File: src/rtl/fi_pkg.sv
package fi_pkg;

   typedef enum logic [1:0] {
      TR_IDLE   = 2'b00,
      TR_BUSY   = 2'b01,
      TR_NONSEQ = 2'b10,
      TR_SEQ    = 2'b11
   } htrans_e;

   typedef enum logic {
      MODE_COUNT = 1'b0,
      MODE_BURST = 1'b1
   } trig_mode_e;

   localparam logic [2:0] BURST_SINGLE = 3'b000;

endpackage

File: src/rtl/fi_monitor.sv
// Bus monitor: decodes accepted transfers and keeps the transfer and burst tallies.
module fi_monitor #(
   parameter int CNT_W = 32
) (
   input  logic             clk,
   input  logic             rst_n,
   input  logic [1:0]       htrans,
   input  logic [2:0]       hburst,
   input  logic             hready,
   output logic             acc,
   output logic             acc_nonseq,
   output logic             acc_seq,
   output logic             burst_start,
   output logic [CNT_W-1:0] xfer_next,
   output logic [CNT_W-1:0] burst_next
);
   import fi_pkg::*;

   logic [CNT_W-1:0] xfer_cnt;
   logic [CNT_W-1:0] burst_cnt;

   always_comb begin
      acc         = hready && (htrans == TR_NONSEQ || htrans == TR_SEQ);
      acc_nonseq  = hready && (htrans == TR_NONSEQ);
      acc_seq     = hready && (htrans == TR_SEQ);
      burst_start = acc_nonseq && (hburst != BURST_SINGLE);
      xfer_next   = xfer_cnt + CNT_W'(1);
      burst_next  = burst_cnt + CNT_W'(1);
   end

   always_ff @(posedge clk or negedge rst_n) begin
      if (!rst_n) begin
         xfer_cnt  <= '0;
         burst_cnt <= '0;
      end else begin
         if (acc)         xfer_cnt  <= xfer_next;
         if (burst_start) burst_cnt <= burst_next;
      end
   end

endmodule

File: src/rtl/fi_entry.sv
// One fault-list slot: holds its settings, checks its trigger, counts its duration.
module fi_entry #(
   parameter int CNT_W  = 32,
   parameter int DATA_W = 32,
   parameter int DUR_W  = 8
) (
   input  logic              clk,
   input  logic              rst_n,
   input  logic              load,
   input  logic              ld_en,
   input  logic              ld_mode,
   input  logic [CNT_W-1:0]  ld_trig,
   input  logic [DATA_W-1:0] ld_mask,
   input  logic [DUR_W-1:0]  ld_dur,
   input  logic              acc,
   input  logic              acc_nonseq,
   input  logic              acc_seq,
   input  logic              burst_start,
   input  logic [CNT_W-1:0]  xfer_next,
   input  logic [CNT_W-1:0]  burst_next,
   output logic              hit,
   output logic [DATA_W-1:0] mask
);
   import fi_pkg::*;

   logic             armed;
   logic             running;
   trig_mode_e       mode;
   logic [CNT_W-1:0] trig;
   logic [DUR_W-1:0] dur;
   logic [DUR_W-1:0] left;

   logic cnt_match;
   logic brst_match;
   logic dur_zero;
   logic last_beat;

   always_comb begin
      cnt_match  = (mode == MODE_COUNT) && (xfer_next == trig);
      brst_match = (mode == MODE_BURST) && burst_start && (burst_next == trig);
      dur_zero   = (dur == '0);
      last_beat  = (left == DUR_W'(1));
      hit        = 1'b0;
      if (armed && !load && acc) begin
         if (mode == MODE_COUNT) hit = running || (cnt_match && !dur_zero);
         else                    hit = running && acc_seq;
      end
   end

   always_ff @(posedge clk or negedge rst_n) begin
      if (!rst_n) begin
         armed   <= 1'b0;
         running <= 1'b0;
         mode    <= MODE_COUNT;
         trig    <= '0;
         mask    <= '0;
         dur     <= '0;
         left    <= '0;
      end else if (load) begin
         armed   <= ld_en;
         running <= 1'b0;
         mode    <= trig_mode_e'(ld_mode);
         trig    <= ld_trig;
         mask    <= ld_mask;
         dur     <= ld_dur;
         left    <= '0;
      end else if (armed && acc) begin
         if (mode == MODE_COUNT) begin
            if (running) begin
               left <= left - DUR_W'(1);
               if (last_beat) begin
                  running <= 1'b0;
                  armed   <= 1'b0;
               end
            end else if (cnt_match) begin
               if (dur <= DUR_W'(1)) begin
                  armed <= 1'b0;
               end else begin
                  running <= 1'b1;
                  left    <= dur - DUR_W'(1);
               end
            end
         end else begin
            if (acc_nonseq) begin
               if (running) begin
                  running <= 1'b0;
                  armed   <= 1'b0;
               end else if (brst_match) begin
                  if (dur_zero) begin
                     armed <= 1'b0;
                  end else begin
                     running <= 1'b1;
                     left    <= dur;
                  end
               end
            end else if (acc_seq && running) begin
               left <= left - DUR_W'(1);
               if (last_beat) begin
                  running <= 1'b0;
                  armed   <= 1'b0;
               end
            end
         end
      end
   end

endmodule

File: src/rtl/fi_datapath.sv
// Carries the address-phase decision into the data phase and applies the XOR.
module fi_datapath #(
   parameter int DATA_W = 32
) (
   input  logic              clk,
   input  logic              rst_n,
   input  logic              hready,
   input  logic              acc,
   input  logic              hwrite,
   input  logic [DATA_W-1:0] addr_mask,
   input  logic [DATA_W-1:0] m_hwdata,
   input  logic [DATA_W-1:0] b_hrdata,
   output logic [DATA_W-1:0] b_hwdata,
   output logic [DATA_W-1:0] m_hrdata
);
   logic [DATA_W-1:0] dp_mask;
   logic              dp_write;

   always_ff @(posedge clk or negedge rst_n) begin
      if (!rst_n) begin
         dp_mask  <= '0;
         dp_write <= 1'b0;
      end else if (hready) begin
         dp_mask  <= acc ? addr_mask : '0;
         dp_write <= hwrite;
      end
   end

   always_comb begin
      b_hwdata = m_hwdata ^ (dp_write ? dp_mask : '0);
      m_hrdata = b_hrdata ^ (dp_write ? '0 : dp_mask);
   end

endmodule

File: src/rtl/ahb_fault_injector.sv
module ahb_fault_injector #(
   parameter int ADDR_W    = 32,
   parameter int DATA_W    = 32,
   parameter int N_ENTRIES = 4,
   parameter int CNT_W     = 32,
   parameter int DUR_W     = 8,
   localparam int IDX_W    = $clog2(N_ENTRIES)
) (
   input  logic              clk,
   input  logic              rst_n,
   input  logic [ADDR_W-1:0] m_haddr,
   input  logic [1:0]        m_htrans,
   input  logic              m_hwrite,
   input  logic [2:0]        m_hsize,
   input  logic [2:0]        m_hburst,
   input  logic [DATA_W-1:0] m_hwdata,
   output logic [DATA_W-1:0] m_hrdata,
   output logic              m_hready,
   output logic              m_hresp,
   output logic [ADDR_W-1:0] b_haddr,
   output logic [1:0]        b_htrans,
   output logic              b_hwrite,
   output logic [2:0]        b_hsize,
   output logic [2:0]        b_hburst,
   output logic [DATA_W-1:0] b_hwdata,
   input  logic [DATA_W-1:0] b_hrdata,
   input  logic              b_hready,
   input  logic              b_hresp,
   input  logic              cfg_we,
   input  logic [IDX_W-1:0]  cfg_idx,
   input  logic              cfg_en,
   input  logic              cfg_mode,
   input  logic [CNT_W-1:0]  cfg_trig,
   input  logic [DATA_W-1:0] cfg_mask,
   input  logic [DUR_W-1:0]  cfg_dur
);

   generate
      if (N_ENTRIES < 2 || N_ENTRIES > 64) begin : g_bad_entries
         $error("N_ENTRIES must lie in 2..64");
      end
      if (DATA_W < 8 || (DATA_W % 8) != 0) begin : g_bad_data
         $error("DATA_W must be a multiple of 8");
      end
      if (CNT_W < 4 || CNT_W > 64) begin : g_bad_cnt
         $error("CNT_W must lie in 4..64");
      end
      if (DUR_W < 1 || DUR_W > 16) begin : g_bad_dur
         $error("DUR_W must lie in 1..16");
      end
   endgenerate

   // combinational pass-through of the address phase and the response path
   always_comb begin
      b_haddr  = m_haddr;
      b_htrans = m_htrans;
      b_hwrite = m_hwrite;
      b_hsize  = m_hsize;
      b_hburst = m_hburst;
      m_hready = b_hready;
      m_hresp  = b_hresp;
   end

   logic             acc;
   logic             acc_nonseq;
   logic             acc_seq;
   logic             burst_start;
   logic [CNT_W-1:0] xfer_next;
   logic [CNT_W-1:0] burst_next;

   fi_monitor #(.CNT_W(CNT_W)) u_mon (
      .clk         (clk),
      .rst_n       (rst_n),
      .htrans      (m_htrans),
      .hburst      (m_hburst),
      .hready      (b_hready),
      .acc         (acc),
      .acc_nonseq  (acc_nonseq),
      .acc_seq     (acc_seq),
      .burst_start (burst_start),
      .xfer_next   (xfer_next),
      .burst_next  (burst_next)
   );

   logic [N_ENTRIES-1:0] hit_v;
   logic [DATA_W-1:0]    mask_v [N_ENTRIES];

   for (genvar g = 0; g < N_ENTRIES; g++) begin : g_entry
      logic load_g;
      assign load_g = cfg_we && (cfg_idx == IDX_W'(g));

      fi_entry #(.CNT_W(CNT_W), .DATA_W(DATA_W), .DUR_W(DUR_W)) u_ent (
         .clk         (clk),
         .rst_n       (rst_n),
         .load        (load_g),
         .ld_en       (cfg_en),
         .ld_mode     (cfg_mode),
         .ld_trig     (cfg_trig),
         .ld_mask     (cfg_mask),
         .ld_dur      (cfg_dur),
         .acc         (acc),
         .acc_nonseq  (acc_nonseq),
         .acc_seq     (acc_seq),
         .burst_start (burst_start),
         .xfer_next   (xfer_next),
         .burst_next  (burst_next),
         .hit         (hit_v[g]),
         .mask        (mask_v[g])
      );
   end

   logic [DATA_W-1:0] addr_mask;

   always_comb begin
      addr_mask = '0;
      for (int i = 0; i < N_ENTRIES; i++) begin
         if (hit_v[i]) addr_mask = addr_mask ^ mask_v[i];
      end
   end

   fi_datapath #(.DATA_W(DATA_W)) u_dp (
      .clk       (clk),
      .rst_n     (rst_n),
      .hready    (b_hready),
      .acc       (acc),
      .hwrite    (m_hwrite),
      .addr_mask (addr_mask),
      .m_hwdata  (m_hwdata),
      .b_hrdata  (b_hrdata),
      .b_hwdata  (b_hwdata),
      .m_hrdata  (m_hrdata)
   );

endmodule

File: config.mk
export PLATFORM = sky130hd
export DESIGN_NAME = ahb_fault_injector
export DESIGN_NICKNAME = d
export VERILOG_FILES = /design/src/rtl/fi_pkg.sv /design/src/rtl/fi_monitor.sv /design/src/rtl/fi_entry.sv /design/src/rtl/fi_datapath.sv /design/src/rtl/ahb_fault_injector.sv
export SDC_FILE = /design/constraint.sdc
export NUM_CORES = 1
export LEC_CHECK = 0
export BUFFER_PORTS_ARGS = -buffer_cell sky130_fd_sc_hd__buf_2
export CORE_AREA = 2 2 231 290
export DETAILED_ROUTE_END_ITERATION = 10
export DIE_AREA = 0 0 233 292
export GPL_ROUTABILITY_DRIVEN = 0
export SKIP_CTS_REPAIR_TIMING = 1
export SYNTH_ARGS = -nofsm -noshare
export SYNTH_HDL_FRONTEND = slang
export SYNTH_HIERARCHICAL = 1
export SYNTH_SLANG_ARGS = --single-unit
export TNS_END_PERCENT = 50
File: constraint.sdc
create_clock -name clk -period 5 [get_ports clk]
set_input_delay 0.25 -clock clk [delete_from_list [all_inputs] [get_ports clk]]
set_output_delay 0.25 -clock clk [all_outputs]
set_load 0.02 [all_outputs]
==> results of run 1 <==
[cells by family after synthesis]
group / Yosys count / share of synthesized area (%)
AND/OR/NAND/NOR: 712 / 14.0
XOR/XNOR: 548 / 19.4
flip-flops: 429 / 41.5
multiplexers: 300 / 13.2
buffers and inverters: 235 / 5.00
AO/OA/AOI/OAI: 230 / 6.04
adder cells (fa/ha/maj): 18 / 0.871
[sequential cells by signal, indices dropped and copies added (netlist names)]
register / flops
g_entry.u_ent/mask: 128
u_dp/dp_mask: 32
u_mon/burst_cnt: 32
g_entry.u_ent/running: 4
g_entry.u_ent/mode: 4
u_mon/xfer_cnt: 32
u_dp/dp_write: 1
g_entry.u_ent/trig: 128
g_entry.u_ent/armed: 4
g_entry.u_ent/left: 32
g_entry.u_ent/dur: 32
[worst paths after layout]
kind | startpoint | end | slack (ns)
min | cfg_dur[0] | g_entry[0].u_ent/dur[0]$_DFFE_PN0P_ | -0.003
max in group asynchronous | rst_n | g_entry[2].u_ent/mask[7]$_DFFE_PN0P_ | 3.45
max reg2reg | u_mon/xfer_cnt[2]$_DFFE_PN0P_ | u_dp/dp_mask[8]$_DFFE_PN0P_ | 0.18
min reg2reg | u_mon/burst_cnt[31]$_DFFE_PN0P_ | u_mon/burst_cnt[31]$_DFFE_PN0P_ | 0.49
max | u_mon/xfer_cnt[2]$_DFFE_PN0P_ | u_dp/dp_mask[8]$_DFFE_PN0P_ | 0.18
min in group asynchronous | rst_n | g_entry[0].u_ent/left[4]$_DFFE_PN0P_ | 0.26
[worst min-delay path, delay by kind of cell]
family | cells | cell delay (ns)
buffers and inverters | 1 | 0.16
AND/OR/NAND/NOR | 2 | 0.14
[per-stage QoR]
| stage | cells | area, um^2 |
|---|---|---|
| floorplan | 2472 | 25900 |
| global placement | 3464 | 27700 |
| detailed placement | 3464 | 27700 |
| CTS | 3551 | 29400 |
| global route | 3622 | 30100 |
| finish | 3622 | 30100 |
[area by class of cell]
class,count,area (um^2)
Clock buffer,64,1330
Clock inverter,23,340
Fill cell,6089,35200
Inverter,84,315
Multi-Input combinational cell,1808,13900
Sequential cell,429,10700
Tap cell,856,1070
Timing Repair Buffer,358,2420
[power by group through the flow]
stage / sequential, mW / combinational [mW] / clock [mW]
5_1_grt: 4.87 / 2.98 / 3.95
3_3_place_gp: 4.79 / 2.61 / 0
3_5_place_dp: 4.83 / 2.68 / 0
2_1_floorplan: 4.56 / 2.04 / 0
6_report: 4.79 / 2.76 / 3.73
4_1_cts: 4.77 / 2.70 / 3.82
[metal layers]
layer | track usage [%] | vias to the layer above | routed length (um) | part of all wire [%]
met5 | 0 | - | 0 | 0
met4 | 12.6 | 0 | 4820 | 6.5
met3 | 3.37 | 239 | 4290 | 5.8
met2 | 36.6 | 741 | 36200 | 49
met1 | 25.6 | 9757 | 29200 | 39
li1 | - | 8970 | - | -
[placed cells by master, fill, tap and decap left out, types with 10 or more instances in the layout]
master | synthesis | layout
a21oi_1 | 43 | 43
a31oi_1 | 12 | 12
and3_1 | 11 | 10
and4_1 | 11 | 11
buf_2 | 18 | 219
buf_4 | 52 | 63
clkbuf_16 | 0 | 47
dfrtp_1 | 429 | 429
dlygate4sd3_1 | 0 | 66
ha_1 | 18 | 18
inv_1 | 84 | 83
mux2_2 | 284 | 284
mux2_4 | 10 | 10
nand2_1 | 271 | 271
nand2b_1 | 42 | 42
nand3_1 | 81 | 81
nand4_1 | 75 | 75
nor2_1 | 65 | 64
nor3_1 | 44 | 42
nor4_1 | 58 | 54
o21ai_0 | 86 | 86
xnor2_1 | 290 | 290
xnor2_2 | 29 | 29
xor2_1 | 229 | 227
==> run_results.csv, run 1 <==
group,metric,value,unit
run_status,status,"finished with violations",
run_status,violations,"negative hold slack",
drt,vias,19700,
drt,dr.pass1.iters,6,
critical_path,startpoint_type,"flop",
yosys,yosysWarnings,6,
yosys,synth-seq-cells,429,
timing,tightestPinTransition,1.10,ns
critical_path,slowest_stage,"or4_1",
critical_path,crit_cells,18,
power,pwr-share-clk,33.0,%
power,power_leakage,12.4,nW
timing,fin_skew,0.0214,ns
placed_design,place_ws,0.0791,ns
critical_path,path_cells,"nand3_2, or4_1, nor3_1, xor2_2, buf_4, xnor2_1, nand4_1, nor4_2, buf_4, a31oi_1, a2bb2oi_1, nor3_2, buf_12, nand2_1, xnor2_2, xnor2_1, nand3_1, o21ai_0",
timing,hold_slack,-0.00282,ns
yosys,ys_top_cells_by_count,"dfrtp_1 (429), xnor2_1 (290), mux2_2 (284)",
drt,viasPerCell,5.44,
final_layout,fin_nets,2932,
cts,cts_made_buffers,47,
global_routing,grt_antenna_before_repair,0,
drt,antenna_left,0,
hold_path,holdPathStages,3,
power,internal_power,7.64,mW
yosys,syn_area,25900,um^2
floorplanning,dieArea,68000,um^2
yosys,ys.flop_type,"dfrtp_1",
critical_path,crit_family,"simple AND/OR/NAND/NOR gates",
global_routing,grt.total_usage,21.5,%
power,p_seq_share,42.5,%
power,total_power,11.3,mW
yosys,ys_seq_area_share,41.5,%
global_routing,grt_start_max_net_pins,135,
yosys,synth_most_common_cell,"dfrtp_1",
placed_design,port_buffers,220,
cts,cts_num_sinks,429,
floorplanning,dieHeight,292,um
yosys,synth_cell_type_count,77,
critical_path,setup.worst_path.class,"reg -> reg",
yosys,synthTopCellsByArea,"dfrtp_1 (42%), mux2_2 (12%), xnor2_1 (9.8%), xor2_1 (7.8%), nand2_1 (3.9%)",
power,combinationalPowerShare,24.5,%
placed_design,hpwl,54.1,mm
critical_path,arrival,5.33,ns
final_layout,syn_to_final_growth,16.5,%
yosys,synth_top_area_share,41.5,%
floorplanning,die_width,233,um
timing,final-max-slew-violation-count,0,
cts,cts_tree,"yes",
floorplanning,start_util,39.6,%
critical_path,max_stage_delay,0.68,ns
critical_path,worstPathRequired,5.51,ns
timing,fin_tns_setup,0,ns
global_routing,grt_first_pass_wirelength,113,mm
drt,drt_iter0_drc,1444,
final_layout,n_antenna_cell,0,
drt,routed_wl,74.5,mm
cts,clockBufferDepth,3,
timing,setup_viol,0,
floorplanning,rows,105,
critical_path,endpoint_kind,"flop",
cts,clk_pin_slew,0.06,ns
cts,cts_root_buf,"clkbuf_16",
cts,clk_latency,0.60,ns
critical_path,crit_buf_inv,3,
timing,timing.max_slew.rel_slack,26.4,%
global_routing,grt_pass1_vias,19500,
floorplanning,core,65300,um^2
final_layout,utilization,46.1,%
power,irDropWorstVdd,0.268,mV
power,powerDensity,374,nW/um^2
yosys,syn_nets,2676,
floorplanning,io_pins,293,
critical_path,path_max_fanout,32,
timing,max_freq,0.207,GHz
power,swShare,32.3,%
cts,htreeDepth,2,
yosys,synth_edf_count,0,
drt,post-route-drc-count,0,
yosys,syn_inst,2472,
yosys,synthArstFlopShare,100,%
drt,wl_per_cell,20.6,um
timing,period_share,96.4,%
power,p_sw,3.64,mW
timing,hold_viol,1,
hold_path,hold_class,"in -> reg",
timing,fin_crit,4.82,ns
critical_path,reg2reg_depth,18,
yosys,syn_avg_cell_area,10.5,um^2
global_routing,grt_overflow_total,0,
final_layout,drive_above_1_share,26.8,%
timing,timing.final.ws_setup,0.179,ns
yosys,yosysTopAreaCell,"dfrtp_1",
flow_run,cap_violations,0,
(Power assumes the default switching activity.)
==> run 2, diff against run 1 <==
--- a/config.mk
+++ b/config.mk
@@ -10,6 +10,7 @@
 export DETAILED_ROUTE_END_ITERATION = 10
 export DIE_AREA = 0 0 233 292
 export GPL_ROUTABILITY_DRIVEN = 0
+export REMOVE_ABC_BUFFERS = 1
 export SKIP_CTS_REPAIR_TIMING = 1
 export SYNTH_ARGS = -nofsm -noshare
 export SYNTH_HDL_FRONTEND = slang
==> run 2 against run 1 <==
The flow now finishes without violations; hold slack improved by 0.033 ns; core utilization shrank 0.18 points; final cell count about the same; register-to-register slack better by 0.04 ns; critical path depth is 2 lower; first-iteration DRC count up 13%; sequential cell count did not move; wire length increased by 0.70%; clock-buffer cell count is 3 lower; clock power is 10% lower; critical path type unchanged.
==> run_results.csv, run 2 (synthesis results as in run 1) <==
group,metric,value,unit
cts,cts_num_sinks,429,
global_routing,grt.total_usage,21.8,%
floorplanning,rows,105,
drt,dr.pass1.iters,5,
hold_path,holdPathStages,2,
floorplanning,start_util,39.6,%
timing,timing.max_slew.rel_slack,28.4,%
final_layout,seqCellArea,10700,um^2
final_layout,utilization,46.0,%
final_layout,fin_nets,2939,
critical_path,worst_r2r_endpoint,"u_dp/dp_mask[26]$_DFFE_PN0P_",
drt,drt_iter0_drc,1626,
drt,wl_per_cell,20.7,um
timing,fin_tns_setup,0,ns
cts,clockBufferDepth,3,
global_routing,grt_start_max_net_pins,148,
cts,clk_pin_slew,0.06,ns
floorplanning,dieHeight,292,um
timing,fin_crit,4.78,ns
placed_design,hpwl,54.0,mm
timing,setup_viol,0,
timing,fin_skew,0.0458,ns
critical_path,worstPathRequired,5.52,ns
flow_run,cap_violations,0,
critical_path,startpoint_type,"flop",
critical_path,reg2reg_depth,16,
final_layout,multi_input_area,13900,um^2
floorplanning,core,65300,um^2
global_routing,grt_pass1_vias,19600,
cts,cts_tree,"yes",
floorplanning,die_width,233,um
placed_design,dpl_cell_area,27700,um^2
final_layout,syn_to_final_growth,16.1,%
timing,final-max-slew-violation-count,0,
power,irDropWorstVdd,0.256,mV
critical_path,arrival,5.30,ns
final_layout,final_common_cell,"dfrtp_1",
critical_path,timing.rr.start,"u_mon/xfer_cnt[2]$_DFFE_PN0P_",
placed_design,port_buffers,220,
floorplanning,dieArea,68000,um^2
cts,cts_root_buf,"clkbuf_16",
cts,cts_made_buffers,46,
final_layout,finalNonFillerCells,3623,
drt,vias,19700,
final_layout,layout_common_cells,"dfrtp_1 (429), xnor2_1 (286), mux2_2 (284)",
drt,routed_wl,75.0,mm
timing,tightestPinTransition,1.07,ns
drt,post-route-drc-count,0,
timing,hold_viol,0,
cts,htreeDepth,2,
drt,antenna_left,0,
power,power_leakage,12.4,nW
final_layout,drive_above_1_share,26.7,%
placed_design,placed_cells,3469,
floorplanning,io_pins,293,
final_layout,finalInstanceArea,30000,um^2
hold_path,hold_start,"cfg_dur[2]",
timing,period_share,95.6,%
final_layout,fillers,6037,
global_routing,grt_antenna_before_repair,3,
cts,clk_latency,0.61,ns
timing,max_freq,0.209,GHz
power,powerDensity,361,nW/um^2
global_routing,grt_first_pass_wirelength,115,mm
hold_path,holdPathEnd,"g_entry[2].u_ent/dur[2]$_DFFE_PN0P_",
drt,viasPerCell,5.44,
critical_path,setup.worst_path.class,"reg -> reg",
critical_path,endpoint_kind,"flop",
run_status,status,"completed",
critical_path,path_max_fanout,32,
global_routing,grt_overflow_total,0,
hold_path,hold_class,"in -> reg",
critical_path,regToRegSetupSlack,0.22,ns
final_layout,top_regs,"g_entry.u_ent/mask: 128 flops, g_entry.u_ent/trig: 128 flops",
-- run 2: routing by layer --
metal | global-route usage [%] | share of wire (%) | vias up
met2 | 37.2 | 49 | 665
li1 | - | - | 8991
met3 | 3.99 | 5.5 | 203
met1 | 26.8 | 40 | 9842
met4 | 9.68 | 4.8 | 2
met5 | 0.0727 | 0.011 | -
-- run 2: through the flow --
step	total power [mW]	hold slack, ns	worst slack [ns]
6_report	10.8	0.0299	0.218
5_1_grt	11.4	0.00339	-0.0197
4_1_cts	10.9	-0.219	0.176
3_5_place_dp	7.46	0.429	0.197
3_3_place_gp	7.36	0.416	0.330
2_1_floorplan	6.50	-0.0456	-4.78
-- run 2: worst max-delay path by stage --
stage	slack (ns)	depth (start not counted)	end	from
after floorplan	-4.78	7	u_dp/dp_mask[29]$_DFFE_PN0P_	cfg_idx[1]
after detailed placement	0.20	17	u_dp/dp_mask[26]$_DFFE_PN0P_	u_mon/xfer_cnt[2]$_DFFE_PN0P_
after global placement	0.33	18	u_dp/dp_mask[7]$_DFFE_PN0P_	u_mon/xfer_cnt[1]$_DFFE_PN0P_
after global routing	-0.02	16	u_dp/dp_mask[21]$_DFFE_PN0P_	u_mon/xfer_cnt[2]$_DFFE_PN0P_
after CTS	0.18	17	u_dp/dp_mask[26]$_DFFE_PN0P_	u_mon/xfer_cnt[2]$_DFFE_PN0P_
final	0.22	16	u_dp/dp_mask[26]$_DFFE_PN0P_	u_mon/xfer_cnt[2]$_DFFE_PN0P_
-- run 2: where the power goes --
| group | total [mW] | internal [mW] | leakage [nW] | switching, mW |
|---|---|---|---|---|
| combinational | 2.71 | 1.30 | 6.40 | 1.42 |
| clock | 3.34 | 1.89 | 0.716 | 1.46 |
| sequential | 4.78 | 4.08 | 5.28 | 0.704 |
| total | 10.8 | 7.26 | 12.4 | 3.58 |
-- run 2: layout make-up --
cell class	count	share of cell area [%]
timing repair buffer	366	8.21
sequential	429	35.8
multi-input combinational	1808	46.5
clock inverter	15	0.567
inverter	84	1.05
antenna	4	0.0334
clock buffer	61	4.32
tap	856	3.57
-- run 2: worst max-delay path: stages (launching register included) --
cell and delay (ns):
dfrtp_1 0.46, nand3_2 0.23, or4_1 0.69, xnor2_1 0.62
xnor2_1 0.20, nand4_1 0.11, nor4_1 0.67, buf_4 0.25
a31oi_1 0.08, a2bb2oi_1 0.14, nor3_2 0.23, buf_12 0.24
nand2_1 0.13, xnor2_2 0.20, xnor2_1 0.14, nand3_1 0.10
o21ai_0 0.12
==> run 3, diff against run 2 <==
--- a/config.mk
+++ b/config.mk
@@ -6,10 +6,14 @@
 export NUM_CORES = 1
 export LEC_CHECK = 0
 export BUFFER_PORTS_ARGS = -buffer_cell sky130_fd_sc_hd__buf_2
-export CORE_AREA = 2 2 231 290
+export CELL_PAD_IN_SITES_DETAIL_PLACEMENT = 1
+export CELL_PAD_IN_SITES_GLOBAL_PLACEMENT = 1
+export CORE_AREA = 2 2 213 268
+export CTS_CLUSTER_DIAMETER = 200
 export DETAILED_ROUTE_END_ITERATION = 10
-export DIE_AREA = 0 0 233 292
+export DIE_AREA = 0 0 215 270
 export GPL_ROUTABILITY_DRIVEN = 0
+export PLACE_DENSITY_LB_ADDON = 0.1
 export REMOVE_ABC_BUFFERS = 1
 export SKIP_CTS_REPAIR_TIMING = 1
 export SYNTH_ARGS = -nofsm -noshare
==> run 3 against run 2 <==
Highest routed layer is now met4; design area grew 0.69%; maximum frequency fell by 0.45%; sequential cell count is the same; clock skew fell by 0.012 ns; clock power grew 13%; total power grew 4.7%; critical path type unchanged; hold slack got worse by 0.0070 ns; via count grew 0.93%; wire length grew 12%; non-clock buffer count increased by 18; critical path depth increased by 2.
==> run_results.csv, run 3 (synthesis results as in run 1) <==
group,metric,value,unit
power,irDropWorstVdd,0.290,mV
drt,routed_wl,83.9,mm
hold_path,hold_start,"cfg_dur[5]",
hold_path,hold_class,"in -> reg",
cts,cts_made_buffers,48,
placed_design,dpl_cell_area,27800,um^2
critical_path,cp_common_cell,"xnor2_1",
drt,viasPerCell,5.62,
drt,vias,19900,
timing,max_freq,0.208,GHz
floorplanning,dieArea,58100,um^2
placed_design,hpwl,60.3,mm
timing,tightestPinTransition,1.02,ns
cts,cts_root_buf,"clkbuf_16",
final_layout,layout_common_cells,"dfrtp_1 (429), xnor2_1 (287), mux2_2 (284)",
global_routing,grt_overflow_total,0,
timing,setup_viol,0,
drt,dr.pass1.iters,5,
final_layout,top_regs,"g_entry.u_ent/mask: 128 flops, g_entry.u_ent/trig: 128 flops",
global_routing,grt_antenna_before_repair,3,
power,p_seq_share,42.2,%
critical_path,path_cells,"ha_1, nand2_1, nor4_1, xor2_1, buf_4, xnor2_1, nand4_1, nor4_1, buf_4, a31oi_1, a2bb2oi_1, nor3_2, buf_12, nand2_1, xnor2_1, xnor2_1, nand3_1, o21ai_0",
power,p_sw,3.72,mW
cts,clockBufferDepth,3,
final_layout,final_common_cell,"dfrtp_1",
power,powerDensity,376,nW/um^2
critical_path,slowest_stage,"nor4_1",
floorplanning,dieHeight,270,um
power,combinationalPowerShare,24.6,%
global_routing,grt.total_usage,28.7,%
drt,wl_per_cell,23.7,um
placed_design,placed_cells,3374,
timing,final-max-slew-violation-count,0,
timing,fin_crit,4.80,ns
critical_path,setup.worst_path.class,"reg -> reg",
global_routing,grt_start_max_net_pins,150,
timing,fin_skew,0.0340,ns
critical_path,timing.rr.start,"u_mon/xfer_cnt[0]$_DFFE_PN0P_",
final_layout,finalNonFillerCells,3538,
timing,period_share,96.1,%
critical_path,crit_path_start,"u_mon/xfer_cnt[0]$_DFFE_PN0P_",
power,power_leakage,12.6,nW
critical_path,path_max_fanout,32,
cts,clk_latency,0.61,ns
power,internal_power,7.63,mW
global_routing,grt_first_pass_wirelength,129,mm
drt,post-route-drc-count,0,
final_layout,utilization,54.4,%
final_layout,fin_nets,2959,
floorplanning,io_pins,293,
global_routing,grt_pass1_vias,21500,
timing,hold_viol,0,
final_layout,syn_to_final_growth,16.9,%
critical_path,arrival,5.30,ns
power,pwr-share-clk,33.2,%
drt,drt_iter0_drc,1025,
timing,timing.max_slew.rel_slack,31.3,%
floorplanning,rows,97,
drt,antenna_left,0,
final_layout,finalInstanceArea,30200,um^2
critical_path,startpoint_type,"flop",
final_layout,fillers,6118,
flow_run,cap_violations,0,
power,swShare,32.8,%
final_layout,drive_above_1_share,27.6,%
cts,htreeDepth,2,
cts,clk_pin_slew,0.06,ns
cts,cts_num_sinks,429,
floorplanning,core,55600,um^2
cts,cts_tree,"yes",
critical_path,endpoint_kind,"flop",
critical_path,worstPathRequired,5.50,ns
critical_path,max_stage_delay,0.58,ns
run_status,status,"completed",
floorplanning,die_width,215,um
placed_design,port_buffers,220,
floorplanning,start_util,46.5,%
-- run 3: cell types whose count changed in the layout (fill, tap and decap cells not counted), sizes merged --
cell,delta
buf,+22
diode,-1
clkinvlp,-1
clkinv,+6
dlygate4sd3,-4
bufinv,+6
clkbuf,+2
inv,-1
-- run 3: worst max-delay path, delay by kind of cell, from the launching register on --
family,cells,cell delay [ns]
AO/OA/AOI/OAI,3,0.35
XOR/XNOR,4,0.93
adder cells (fa/ha/maj),1,0.26
buffers and inverters,3,0.74
flip-flops,1,0.39
AND/OR/NAND/NOR,7,1.98
-- run 3: final timing paths --
path | to | slack (ns) | depth (start not counted)
max in group asynchronous | g_entry[0].u_ent/left[7]$_DFFE_PN0P_ | 3.33 | 3
worst min register to register | u_mon/burst_cnt[31]$_DFFE_PN0P_ | 0.50 | 1
worst max register to register | u_dp/dp_mask[0]$_DFFE_PN0P_ | 0.20 | 18
worst min-delay path | g_entry[2].u_ent/dur[5]$_DFFE_PN0P_ | 0.02 | 2
worst max-delay path | u_dp/dp_mask[0]$_DFFE_PN0P_ | 0.20 | 18
min in group asynchronous | g_entry[2].u_ent/left[5]$_DFFE_PN0P_ | 0.25 | 2
-- run 3: routing by layer --
| metal | up-vias | part of all wire (%) | GRT usage [%] |
|---|---|---|---|
| met3 | 197 | 4.2 | 4.43 |
| met1 | 10200 | 39 | 33.2 |
| met4 | 0 | 6.1 | 16.5 |
| met5 | - | 0 | 0.167 |
| met2 | 481 | 51 | 50.5 |
| li1 | 9047 | - | - |
-- run 3: stage by stage --
step	setup slack (ns)	TNS, ns	total power [mW]	hold WS, ns
after floorplan	-4.78	-335.43	6.50	-0.0456
after global placement	0.258	0	7.41	0.313
after detailed placement	0.0983	0	7.54	0.311
after CTS	0.0571	0	11.4	-0.315
after global routing	-0.00861	-0.0149	11.9	0.00774
final	0.196	0	11.4	0.0228
-- run 3: final cells by class --
class | instances | area, um^2 | share of cell area [%]
inverters | 84 | 315 | 1.04
flip-flops and latches | 429 | 10700 | 35.5
repair buffers | 384 | 2620 | 8.65
clock inverters | 25 | 324 | 1.07
multi-input cells | 1808 | 14000 | 46.2
diodes | 3 | 7.51 | 0.0248
well taps | 742 | 928 | 3.07
clock buffers | 63 | 1340 | 4.43
-- run 3: power by group through the flow --
| stage | Combinational [mW] | Clock [mW] | Sequential (mW) |
|---|---|---|---|
| finish | 2.79 | 3.77 | 4.79 |
| global route | 3.03 | 4.00 | 4.88 |
| global placement | 2.63 | 0 | 4.78 |
| detailed placement | 2.70 | 0 | 4.84 |
| CTS | 2.73 | 3.85 | 4.78 |
| floorplan | 1.91 | 0 | 4.60 |
